`src/rtl/xq_pkg.sv`:
```
package xq_pkg;
  localparam int OPC_LSB = 26;
  localparam int OPC_W   = 6;
  localparam logic [OPC_W-1:0] OP_START = 6'h0E;
  localparam logic [OPC_W-1:0] OP_SETUP = 6'h10;
  localparam logic [OPC_W-1:0] OP_FIN   = 6'h11;
  localparam logic [OPC_W-1:0] OP_TABLE = 6'h15;
  localparam logic [OPC_W-1:0] OP_MOVE  = 6'h22;

  localparam int MX_DIR_BIT = 25;
  localparam int MX_CNT_LSB = 12;
  localparam int TB_SEL_LSB = 24;
  localparam int TB_RAM_BIT = 23;
  localparam int TB_SLT_LSB = 17;

  localparam int STAT_W     = 8;
  localparam int SB_OPC_ERR = 0;
  localparam int SB_OVF     = 1;
  localparam int SB_FIN     = 4;
  localparam int SB_MOVED   = 5;

  typedef enum logic [1:0] {
    ST_IDLE = 2'd0,
    ST_ARG  = 2'd1,
    ST_CIPH = 2'd2,
    ST_MOVE = 2'd3
  } seq_st_e;
endpackage

```
`src/rtl/xq_fifo.sv`:
```
module xq_fifo #(
  parameter int DEPTH = 5,
  parameter int W     = 32
) (
  input  logic         clk,
  input  logic         rst,
  input  logic         push_en,
  input  logic [W-1:0] push_data,
  input  logic         pop_en,
  output logic [W-1:0] head,
  output logic         empty,
  output logic         full,
  output logic         drop
);
  localparam int PW = (DEPTH > 1) ? $clog2(DEPTH) : 1;
  localparam int CW = $clog2(DEPTH + 1);

  logic [W-1:0]  mem [DEPTH];
  logic [PW-1:0] wp, rp;
  logic [CW-1:0] cnt, cnt_d;
  logic          accept;

  assign full   = (cnt == CW'(DEPTH));
  assign empty  = (cnt == '0);
  assign accept = push_en && !full;
  assign drop   = push_en && full;
  assign head   = mem[rp];

  always_comb begin
    cnt_d = cnt;
    case ({accept, pop_en})
      2'b10:   cnt_d = cnt + 1'b1;
      2'b01:   cnt_d = cnt - 1'b1;
      default: cnt_d = cnt;
    endcase
  end

  always_ff @(posedge clk) begin
    if (accept) mem[wp] <= push_data;
  end

  always_ff @(posedge clk) begin
    if (rst) begin
      wp  <= '0;
      rp  <= '0;
      cnt <= '0;
    end else begin
      if (accept) wp <= (wp == PW'(DEPTH - 1)) ? '0 : wp + 1'b1;
      if (pop_en) rp <= (rp == PW'(DEPTH - 1)) ? '0 : rp + 1'b1;
      cnt <= cnt_d;
    end
  end


  pop_guard_chk: assert property (@(posedge clk) disable iff (rst)
    pop_en |-> !empty);
endmodule

```
`src/rtl/xq_seq.sv`:
```
module xq_seq
  import xq_pkg::*;
#(
  parameter int NBLK_W = 12,
  parameter int MXW_W  = 8
) (
  input  logic              clk,
  input  logic              rst,
  input  logic              avail,
  input  logic [31:0]       head,
  input  logic              ciph_done,
  input  logic              mx_done,
  output logic              pop,
  output logic              ev_opc_err,
  output logic              ev_fin,
  output logic              ev_moved,
  output logic              ciph_req,
  output logic [NBLK_W:0]   ciph_nblk,
  output logic [31:0]       ciph_src,
  output logic              mx_req,
  output logic              mx_dir,
  output logic [MXW_W-1:0]  mx_words,
  output logic [31:0]       mx_addr,
  output logic              tbl_load,
  output logic [1:0]        tbl_sel,
  output logic              tbl_ram,
  output logic [2:0]        tbl_slot,
  output logic              eng_busy,
  output logic              dma_busy
);
  seq_st_e          st;
  logic             arg_is_move;
  logic [OPC_W-1:0] opc;
  logic             known;

  assign opc = head[OPC_LSB +: OPC_W];

  always_comb begin
    case (opc)
      OP_START, OP_SETUP, OP_FIN, OP_TABLE, OP_MOVE: known = 1'b1;
      default:                                       known = 1'b0;
    endcase
  end

  assign pop        = avail && (st == ST_IDLE || st == ST_ARG);
  assign ev_opc_err = avail && (st == ST_IDLE) && !known;
  assign ev_fin     = avail && (st == ST_IDLE) && (opc == OP_FIN);
  assign ev_moved   = (st == ST_MOVE) && mx_done;
  assign eng_busy   = (st == ST_CIPH);
  assign dma_busy   = (st == ST_MOVE);

  always_ff @(posedge clk) begin
    if (rst) begin
      st          <= ST_IDLE;
      arg_is_move <= 1'b0;
      ciph_req    <= 1'b0;
      ciph_nblk   <= '0;
      ciph_src    <= '0;
      mx_req      <= 1'b0;
      mx_dir      <= 1'b0;
      mx_words    <= '0;
      mx_addr     <= '0;
      tbl_load    <= 1'b0;
      tbl_sel     <= '0;
      tbl_ram     <= 1'b0;
      tbl_slot    <= '0;
    end else begin
      ciph_req <= 1'b0;
      mx_req   <= 1'b0;
      tbl_load <= 1'b0;
      case (st)
        ST_IDLE: if (avail) begin
          case (opc)
            OP_START: begin
              ciph_nblk <= {1'b0, head[NBLK_W-1:0]} + 1'b1;
              ciph_req  <= 1'b1;
              st        <= ST_CIPH;
            end
            OP_SETUP: begin
              arg_is_move <= 1'b0;
              st          <= ST_ARG;
            end
            OP_MOVE: begin
              arg_is_move <= 1'b1;
              mx_dir      <= head[MX_DIR_BIT];
              mx_words    <= head[MX_CNT_LSB +: MXW_W];
              st          <= ST_ARG;
            end
            OP_TABLE: begin
              tbl_load <= 1'b1;
              tbl_sel  <= head[TB_SEL_LSB +: 2];
              tbl_ram  <= head[TB_RAM_BIT];
              tbl_slot <= head[TB_SLT_LSB +: 3];
            end
            default: ;
          endcase
        end
        ST_ARG: if (avail) begin
          if (arg_is_move) begin
            mx_addr <= head;
            mx_req  <= 1'b1;
            st      <= ST_MOVE;
          end else begin
            ciph_src <= head;
            st       <= ST_IDLE;
          end
        end
        ST_CIPH: if (ciph_done) st <= ST_IDLE;
        ST_MOVE: if (mx_done)   st <= ST_IDLE;
        default: st <= ST_IDLE;
      endcase
    end
  end


  ciph_pulse_chk: assert property (@(posedge clk) disable iff (rst)
    ciph_req |=> !ciph_req);

  ciph_busy_chk: assert property (@(posedge clk) disable iff (rst)
    ciph_req |-> eng_busy);

  busy_hold_chk: assert property (@(posedge clk) disable iff (rst)
    (eng_busy && !ciph_done) |=> eng_busy);

  move_busy_chk: assert property (@(posedge clk) disable iff (rst)
    mx_req |-> dma_busy);
endmodule

```
`src/rtl/xq_stat.sv`:
```
module xq_stat #(
  parameter int SW = 8
) (
  input  logic          clk,
  input  logic          rst,
  input  logic [SW-1:0] ev,
  input  logic          clr_we,
  input  logic [SW-1:0] clr_mask,
  input  logic [SW-1:0] irq_en,
  output logic [SW-1:0] status,
  output logic          irq
);
  logic [SW-1:0] status_d;

  assign status_d = (status & ~(clr_we ? clr_mask : '0)) | ev;

  always_ff @(posedge clk) begin
    if (rst) begin
      status <= '0;
      irq    <= 1'b0;
    end else begin
      status <= status_d;
      irq    <= |(status_d & irq_en);
    end
  end


  set_wins_chk: assert property (@(posedge clk) disable iff (rst)
    (|ev) |=> ((status & $past(ev)) == $past(ev)));

  irq_src_chk: assert property (@(posedge clk) disable iff (rst)
    irq |-> (|(status & $past(irq_en))));
endmodule

```
`src/rtl/xq_cmd_engine.sv`:
```
module xq_cmd_engine
  import xq_pkg::*;
#(
  parameter int DEPTH  = 5,
  parameter int NBLK_W = 12,
  parameter int MXW_W  = 8
) (
  input  logic              clk,
  input  logic              rst,
  input  logic              cmd_we,
  input  logic [31:0]       cmd_wdata,
  input  logic              stat_clr_we,
  input  logic [7:0]        stat_clr_mask,
  input  logic [7:0]        irq_en,
  output logic [7:0]        status,
  output logic              irq,
  output logic              q_empty,
  output logic              eng_busy,
  output logic              dma_busy,
  output logic              ciph_req,
  output logic [NBLK_W:0]   ciph_nblk,
  output logic [31:0]       ciph_src,
  input  logic              ciph_done,
  output logic              mx_req,
  output logic              mx_dir,
  output logic [MXW_W-1:0]  mx_words,
  output logic [31:0]       mx_addr,
  input  logic              mx_done,
  output logic              tbl_load,
  output logic [1:0]        tbl_sel,
  output logic              tbl_ram,
  output logic [2:0]        tbl_slot
);
  logic [31:0]       head;
  logic              q_full, q_drop, pop;
  logic              ev_opc_err, ev_fin, ev_moved;
  logic [STAT_W-1:0] ev;

  xq_fifo #(.DEPTH(DEPTH), .W(32)) u_fifo (
    .clk(clk), .rst(rst),
    .push_en(cmd_we), .push_data(cmd_wdata),
    .pop_en(pop), .head(head),
    .empty(q_empty), .full(q_full), .drop(q_drop)
  );

  xq_seq #(.NBLK_W(NBLK_W), .MXW_W(MXW_W)) u_seq (
    .clk(clk), .rst(rst),
    .avail(!q_empty), .head(head),
    .ciph_done(ciph_done), .mx_done(mx_done),
    .pop(pop),
    .ev_opc_err(ev_opc_err), .ev_fin(ev_fin), .ev_moved(ev_moved),
    .ciph_req(ciph_req), .ciph_nblk(ciph_nblk), .ciph_src(ciph_src),
    .mx_req(mx_req), .mx_dir(mx_dir), .mx_words(mx_words), .mx_addr(mx_addr),
    .tbl_load(tbl_load), .tbl_sel(tbl_sel), .tbl_ram(tbl_ram), .tbl_slot(tbl_slot),
    .eng_busy(eng_busy), .dma_busy(dma_busy)
  );

  always_comb begin
    ev             = '0;
    ev[SB_OPC_ERR] = ev_opc_err;
    ev[SB_OVF]     = q_drop;
    ev[SB_FIN]     = ev_fin;
    ev[SB_MOVED]   = ev_moved;
  end

  xq_stat #(.SW(STAT_W)) u_stat (
    .clk(clk), .rst(rst),
    .ev(ev), .clr_we(stat_clr_we), .clr_mask(stat_clr_mask),
    .irq_en(irq_en), .status(status), .irq(irq)
  );


  drop_flag_chk: assert property (@(posedge clk) disable iff (rst)
    (cmd_we && q_full) |=> status[SB_OVF]);
endmodule

```
`config.mk`:
```
export PLATFORM = sky130hd
export DESIGN_NAME = xq_cmd_engine
export DESIGN_NICKNAME = d
export VERILOG_FILES = /design/src/rtl/xq_pkg.sv /design/src/rtl/xq_fifo.sv /design/src/rtl/xq_seq.sv /design/src/rtl/xq_stat.sv /design/src/rtl/xq_cmd_engine.sv
export SDC_FILE = /design/constraint.sdc
export NUM_CORES = 1
export LEC_CHECK = 0
export ABC_CLOCK_PERIOD_IN_PS = 6350
export BUFFER_PORTS_ARGS = -buffer_cell sky130_fd_sc_hd__buf_4
export CAP_MARGIN = 20
export CORE_MARGIN = 2
export CORE_UTILIZATION = 57
export CTS_CLUSTER_DIAMETER = 120
export CTS_CLUSTER_SIZE = 16
export DETAILED_ROUTE_END_ITERATION = 12
export PLACE_DENSITY = 0.83
export SLEW_MARGIN = 10
export SYNTH_ARGS = -nofsm -noshare
export SYNTH_HDL_FRONTEND = slang
export SYNTH_SLANG_ARGS = --single-unit
```
`constraint.sdc`:
```
create_clock -name clk -period 6.35 [get_ports clk]
set_input_delay 0.3175 -clock clk [delete_from_list [all_inputs] [get_ports clk]]
set_output_delay 0.3175 -clock clk [all_outputs]
set_load 0.02 [all_outputs]
```
* Yosys cells after proc, flatten, opt, wreduce, memory -nomap -nowiden
Memories as Yosys holds them, arrays and structs flattened. A register that Yosys moved wholly into a read port is not among the register bits.
Cells that the tools add are included.
** Storage, ports and cells
- Bits in writable memories :: 160
- Input port bits :: 54
- Output and inout bits :: 107
- Memories :: 1
- Latch bits :: 0
- Bits in read-only memories :: 0
- Logic and storage cells :: 97
- Register bits after elaboration :: 116
** Memories
- u_fifo.mem :: words 5, width 32, rd ports 1, clocked after Yosys merged registers in 1, wr ports 1, RTL line xq_fifo.sv:18 : logic [W-1:0] mem [DEPTH];
** Cells by class
- $lt $le $gt $ge :: 0
- Mux-type cells :: 20
- Reduce and logical (&&, ||, !) cells :: 27
- Bitwise gates (word level) :: 8
- Div/mod/pow operators :: 0
- $mul :: 0
- Eq/ne operators :: 18
- Shift operators :: 0
- $add $sub $neg :: 5
** Operators with widths (number)
- $eq 6x5->1 const B :: 3
- $reduce_and 3->1 :: 6
- $and 8x8->8 :: 2
- $add 12x1->13 const B :: 1
- $mux 3 :: 4
- $mux 2 :: 5
- $add 3x1->3 const B :: 3
- $eq 3x3->1 const B :: 3
- $mux 8 :: 1
- $not 8->8 :: 1
- $or 8x6->8 :: 1
- $pmux 2 s4 :: 1
- $reduce_or 8->1 :: 1
- $logic_and 1x1->1 :: 7
- $eq 2x2->1 const B :: 3
- $eq 6x4->1 const B :: 1
- $eq 6x6->1 const B :: 1
- $mux 1 :: 6
- $pmux 3 s2 :: 1
- $reduce_or 3->1 :: 2
- $reduce_and 5->1 :: 1
- $reduce_or 5->1 :: 1
- $eq 2x1->1 const B :: 2
- $ne 2x1->1 const B :: 2
- 12 further kinds :: 19

* Depth between registers and ports, before layout
- Depth after elaboration :: 8
- Depth in mapped cells :: 12
- Mapped depth without buffers :: 9

* Modules after synthesis
Synthesis repeated with hierarchy kept, for this count alone.
** Second synthesis, totals
- Cell total of the unflattened synthesis :: 803
- Area total of the unflattened synthesis :: 10712.8 um2
** Modules (own cells, without submodules)
- xq_fifo :: sequential area each 5044.8 um2, area each 6542.5 um2, cells each 301, times used 1
- xq_seq :: sequential area each 1961.9 um2, area each 3791.1 um2, cells each 455, times used 1
- xq_stat :: sequential area each 180.2 um2, area each 371.6 um2, cells each 45, times used 1
- xq_cmd_engine :: sequential area each 0.0 um2, area each 7.5 um2, cells each 2, times used 1

* Worst setup path after synthesis
OpenSTA, ideal clock, no wires.
- Path type :: reg-to-reg
- Start point :: register u_fifo.cnt[0]
- End point :: memory u_fifo.mem[4][0] (enable)
- Path slack :: 1.778 ns
- Period minus slack after synthesis :: 4.572 ns
- Data required time :: 5.837 ns
- Setup time :: 0.513 ns
- Path buffers :: 1
- Cell stages (with the launch flop) :: 5
- Arrival time :: 4.059 ns
- Cell sequence :: dfxtp_1 -> nand2_1 -> o21ai_0 -> clkbuf_1 -> nor4b_1
** Between the ends
- Longest elaborated chain between the ends :: 5
** Ends and longest elaborated chain
- from (decl) :: RTL line xq_fifo.sv:20 : logic [CW-1:0] cnt, cnt_d;
- from (signal assigned) :: RTL line xq_fifo.sv:50 : cnt <= cnt_d;
- $eq 3x3->1 :: RTL line xq_fifo.sv:23 : assign full = (cnt == CW'(DEPTH));
- $logic_not 1->1 :: RTL line xq_fifo.sv:25 : assign accept = push_en && !full;
- $logic_and 1x1->1 :: RTL line xq_fifo.sv:25
- $mux 1 :: RTL line xq_fifo.sv:39 : if (accept) mem[wp] <= push_data;
- $mux 1 (not written as such) :: RTL line xq_fifo.sv:39
- to (decl) :: RTL line xq_fifo.sv:18
Every way passes these cells.

==> metrics.csv <==
stage;metric;value;unit
global_routing;met1 GRT Util;32.8;%
route;Routed WL;24800;um
yosys;Netlist cell types;67;
sta;Final Hold Viols;0;
die;die area;20300;um^2
layout;fraction of layout cells with a size suffix above 1;26.8;%
worst_setup_path;worst-path fanout max;25;
global_routing;gr ovfl total;0;
worst_setup_path;required time worst endpoint;6.77;ns
sta;Final min period;3.18;ns
sta;Fin Setup TNS;0;ns
worst_setup_path;slowest stage cell, crit path;nor3_4;
die;DIE WIDTH;143;um
global_routing;busiest grt layer;met2;
global_routing;initial antenna violation count;0;
route;via density per instance;5.96;
outcome;status;finished, final reports clean;
cts;clock root cell;clkbuf_16;
pwr;worst vdd ir;0.229;mV
worst_setup_path;Reg2Reg Setup Slack;3.17;ns
layout;utilization after layout;69.0;%
pwr;NetSw;1280;uW
hold_path;Worst Hold Class;input port to flip-flop;
sta;unrepaired setup endpoints after global routing;no;
cts;# resized after CTS;0;
pwr;clock power share;27.9;%
layout;most frequent cells in the layout;buf_4 (172), edfxtp_1 (160), nor2_1 (130);
hold_path;critical hold path startpoint;cmd_wdata[29];
layout;most common cell after layout, fill and taps aside;buf_4;
yosys;Synth Instances;817;
pwr;Sw Ratio;29.6;%
yosys;#FFs+latches synth;279;
die;Vert. Die Dim;143;um
global_routing;met2 Usage GRT;41.0;%
worst_setup_path;Critical Path Sink Type;flip-flop;
run;max-cap violations;0;
hold_path;Hold Crit Depth;1;
yosys;Synth Area per Inst;13.4;um^2
placed_design;Post-DP HPWL;16500;um
cts;Clock Pin Slew Worst Setup and Hold Paths;0.08;ns
pwr;Power Dens Cells;334;nW/um^2
worst_setup_path;max incr delay on CP;0.84;ns
global_routing;largest net degree at the start of global routing;62;
cts;H-Tree Depth;1;
sta;Max-slew headroom;28.2;%
cts;clock sinks;279;
global_routing;overall routing resource usage;24.3;%
worst_setup_path;worst setup path class;flip-flop to flip-flop;
yosys;Warnings, synthesis;0;
die;core area;18800;um^2
cts;worst skew pair latency;0.51;ns
die;Rows;50;
cts;CTS buffer count;21;
global_routing;first-pass GRT wire length;38100;um
pwr;total chip power;4330;uW
sta;Slew @ Worst Pin;1.07;ns
sta;Clock Skews;0.0166;ns
route;Starting DRT DRC Count;504;
route;vias post-DR;7240;
route;Final ANT Viol Nets;0;
yosys;post-synthesis instance area;10900;um^2
layout;diodes inserted;0;
worst_setup_path;FF-to-FF End;u_seq.ciph_nblk[12]$_SDFFE_PP0P_;
layout;Final #Nets;1029;
sta;max-slew violation count;0;
cts;Post-CTS Setup Bufs;0;
placed_design;routability cong.;0.822;
yosys;Synth Flop Type;edfxtp_1;
sta;Tcrit/Tclk final;50.0;%
cts;hold_buf cts;0;
pwr;register share of total power;47.9;%
route;Pre-antenna DRT Iters;5;
yosys;Post-synth EDFFs;160;
cts;CTS tree;built;
pwr;Comb pwr share;24.2;%
worst_setup_path;crit path cell chain;buf_4, mux2i_4, nand2_4, nor3_4, nand4_1, a21oi_1;
yosys;Syn Nets;878;
sta;setup violators final;0;
cts;Clock Path Buffers;3;
worst_setup_path;Setup crit start kind;flip-flop;
pwr;internal power;3050;uW
hold_path;Hold EP;u_fifo.mem[0][29]$_DFFE_PP_;
global_routing;met3 usage in global routing;3.94;%
worst_setup_path;R2R depth;6;
yosys;asr flop ratio synth;0;%
die;Initial Util;58.3;%
layout;Area Overhead vs Synth;18.5;%
pwr;Lkg Pwr;0.00453;uW
yosys;sequential element share of the synthesized area;65.7;%
route;# DRC;0;
die;# IOs;161;
global_routing;vias in the first global route;7005;
sta;f_max;0.315;GHz
worst_setup_path;crit path DAT;3.60;ns
placed_design;port buffer count;160;
route;Avg WL per Cell;20.4;um
==> sequential cells by signal (all words and copies together), names as in the netlist, named ones only <==
| register | cells |
|---|---|
| u_fifo.mem | 160 |
| u_stat.irq | 1 |
| u_seq.ciph_req | 1 |
| u_seq.arg_is_move | 1 |
| u_seq.tbl_ram | 1 |
| u_stat.status | 8 |
| u_seq.ciph_src | 32 |
| u_seq.mx_req | 1 |
| u_fifo.wp | 3 |
| u_seq.ciph_nblk | 13 |
| u_fifo.rp | 3 |
| u_seq.tbl_slot | 3 |
| u_seq.st | 2 |
| u_seq.tbl_sel | 2 |
| u_seq.tbl_load | 1 |
| u_seq.mx_addr | 32 |
| u_seq.mx_dir | 1 |
| u_seq.mx_words | 8 |
| u_fifo.cnt | 3 |
==> how the worst max path moves through the flow <==
stage | cells after the start | to | slack [ns] | start
CTS | 7 | u_seq.mx_words[0]$_SDFFE_PP0P_ | 3.19 | flip-flop
finish | 6 | u_seq.ciph_nblk[12]$_SDFFE_PP0P_ | 3.17 | flip-flop
global route | 7 | u_seq.mx_dir$_SDFFE_PP0P_ | 2.95 | flip-flop
floorplan | 4 | u_fifo.mem[4][0]$_DFFE_PP_ | 1.78 | u_fifo.cnt[0]$_SDFFE_PP0P_
global placement | 6 | u_seq.ciph_nblk[6]$_SDFFE_PP0P_ | 3.32 | flip-flop
detailed placement | 7 | u_seq.mx_words[0]$_SDFFE_PP0P_ | 3.22 | flip-flop
==> per-layer routing <==
metal / routed length (um) / up-vias
met2: 12300 / 306
met3: 1760 / 35
li1: - / 3353
met5: 0 / -
met4: 488 / 0
met1: 10200 / 3546
==> metrics by stage <==
step,cell area (um^2),setup slack [ns],cells,hold slack [ns]
floorplan,10900,1.78,817,0.416
global placement,12300,3.32,1175,0.437
detailed placement,12300,3.22,1175,0.445
CTS,12900,3.19,1211,0.00626
global route,13000,2.95,1215,0.00894
finish,13000,3.17,1215,0.0142
==> cells by family (layout without fill, tap and decap cells) <==
kind of cell | Yosys count | count (layout) | synth area share (%)
xor+xnor | 9 | 9 | 0.721
buf+inv | 59 | 223 | 2.99
mux | 71 | 71 | 10.1
compound gates | 142 | 142 | 8.88
flops | 279 | 279 | 65.7
fa+ha+maj | 7 | 7 | 0.869
simple gates | 250 | 250 | 10.8
==> cell type report <==
cell class / instances / area [um^2]
Tap cell: 234 / 293
Sequential cell: 279 / 7190
Fill cell: 1290 / 5810
Timing Repair Buffer: 176 / 1380
Clock inverter: 1 / 11.3
Multi-Input combinational cell: 479 / 3460
Inverter: 11 / 41.3
Clock buffer: 35 / 578
==> worst max-delay path: cells and delay by family (launching register included) <==
kind	cells	cell delay, ns
DFF	1	0.80
and+or+nand+nor	3	1.17
muxes	1	0.43
AOI/OAI and AO/OA	1	0.21
buffers and inverters	1	0.46
==> power by group through the flow <==
stage	clock (uW)	sequential [uW]	combinational, uW
floorplan	0	2110	780
global placement	0	2110	1010
detailed placement	0	2110	1030
CTS	1220	2070	1040
global route	1300	2080	1130
finish	1210	2070	1050
==> Yosys cell counts (3+ instances only) <==
| cell | instances | area [um^2] |
|---|---|---|
| a211oi_1 | 49 | 368 |
| a211oi_2 | 3 | 37.5 |
| a21oi_1 | 49 | 245 |
| a22oi_1 | 3 | 22.5 |
| a31oi_1 | 4 | 25.0 |
| a32oi_1 | 3 | 26.3 |
| buf_1 | 4 | 15.0 |
| buf_12 | 3 | 60.1 |
| buf_2 | 8 | 40.0 |
| buf_6 | 5 | 56.3 |
| clkbuf_1 | 25 | 93.8 |
| dfxtp_1 | 119 | 2380 |
| edfxtp_1 | 160 | 4800 |
| ha_1 | 6 | 75.1 |
| inv_1 | 11 | 41.3 |
| mux2_2 | 6 | 67.6 |
| mux2i_1 | 33 | 330 |
| mux4_2 | 28 | 631 |
| nand2_1 | 41 | 154 |
| nand2b_1 | 8 | 50.1 |
| nand3_1 | 10 | 50.1 |
| nand4_1 | 7 | 43.8 |
| nand4b_1 | 5 | 43.8 |
| nor2_1 | 133 | 499 |
| nor2b_1 | 5 | 31.3 |
| nor3_1 | 5 | 25.0 |
| nor4_1 | 5 | 31.3 |
| o211ai_1 | 3 | 22.5 |
| o21ai_0 | 9 | 45.0 |
| o21ai_1 | 3 | 15.0 |
| or2_1 | 3 | 18.8 |
| or2_2 | 5 | 31.3 |
| or3_1 | 4 | 25.0 |
| xnor2_1 | 7 | 61.3 |
(Power assumes the default switching activity.)
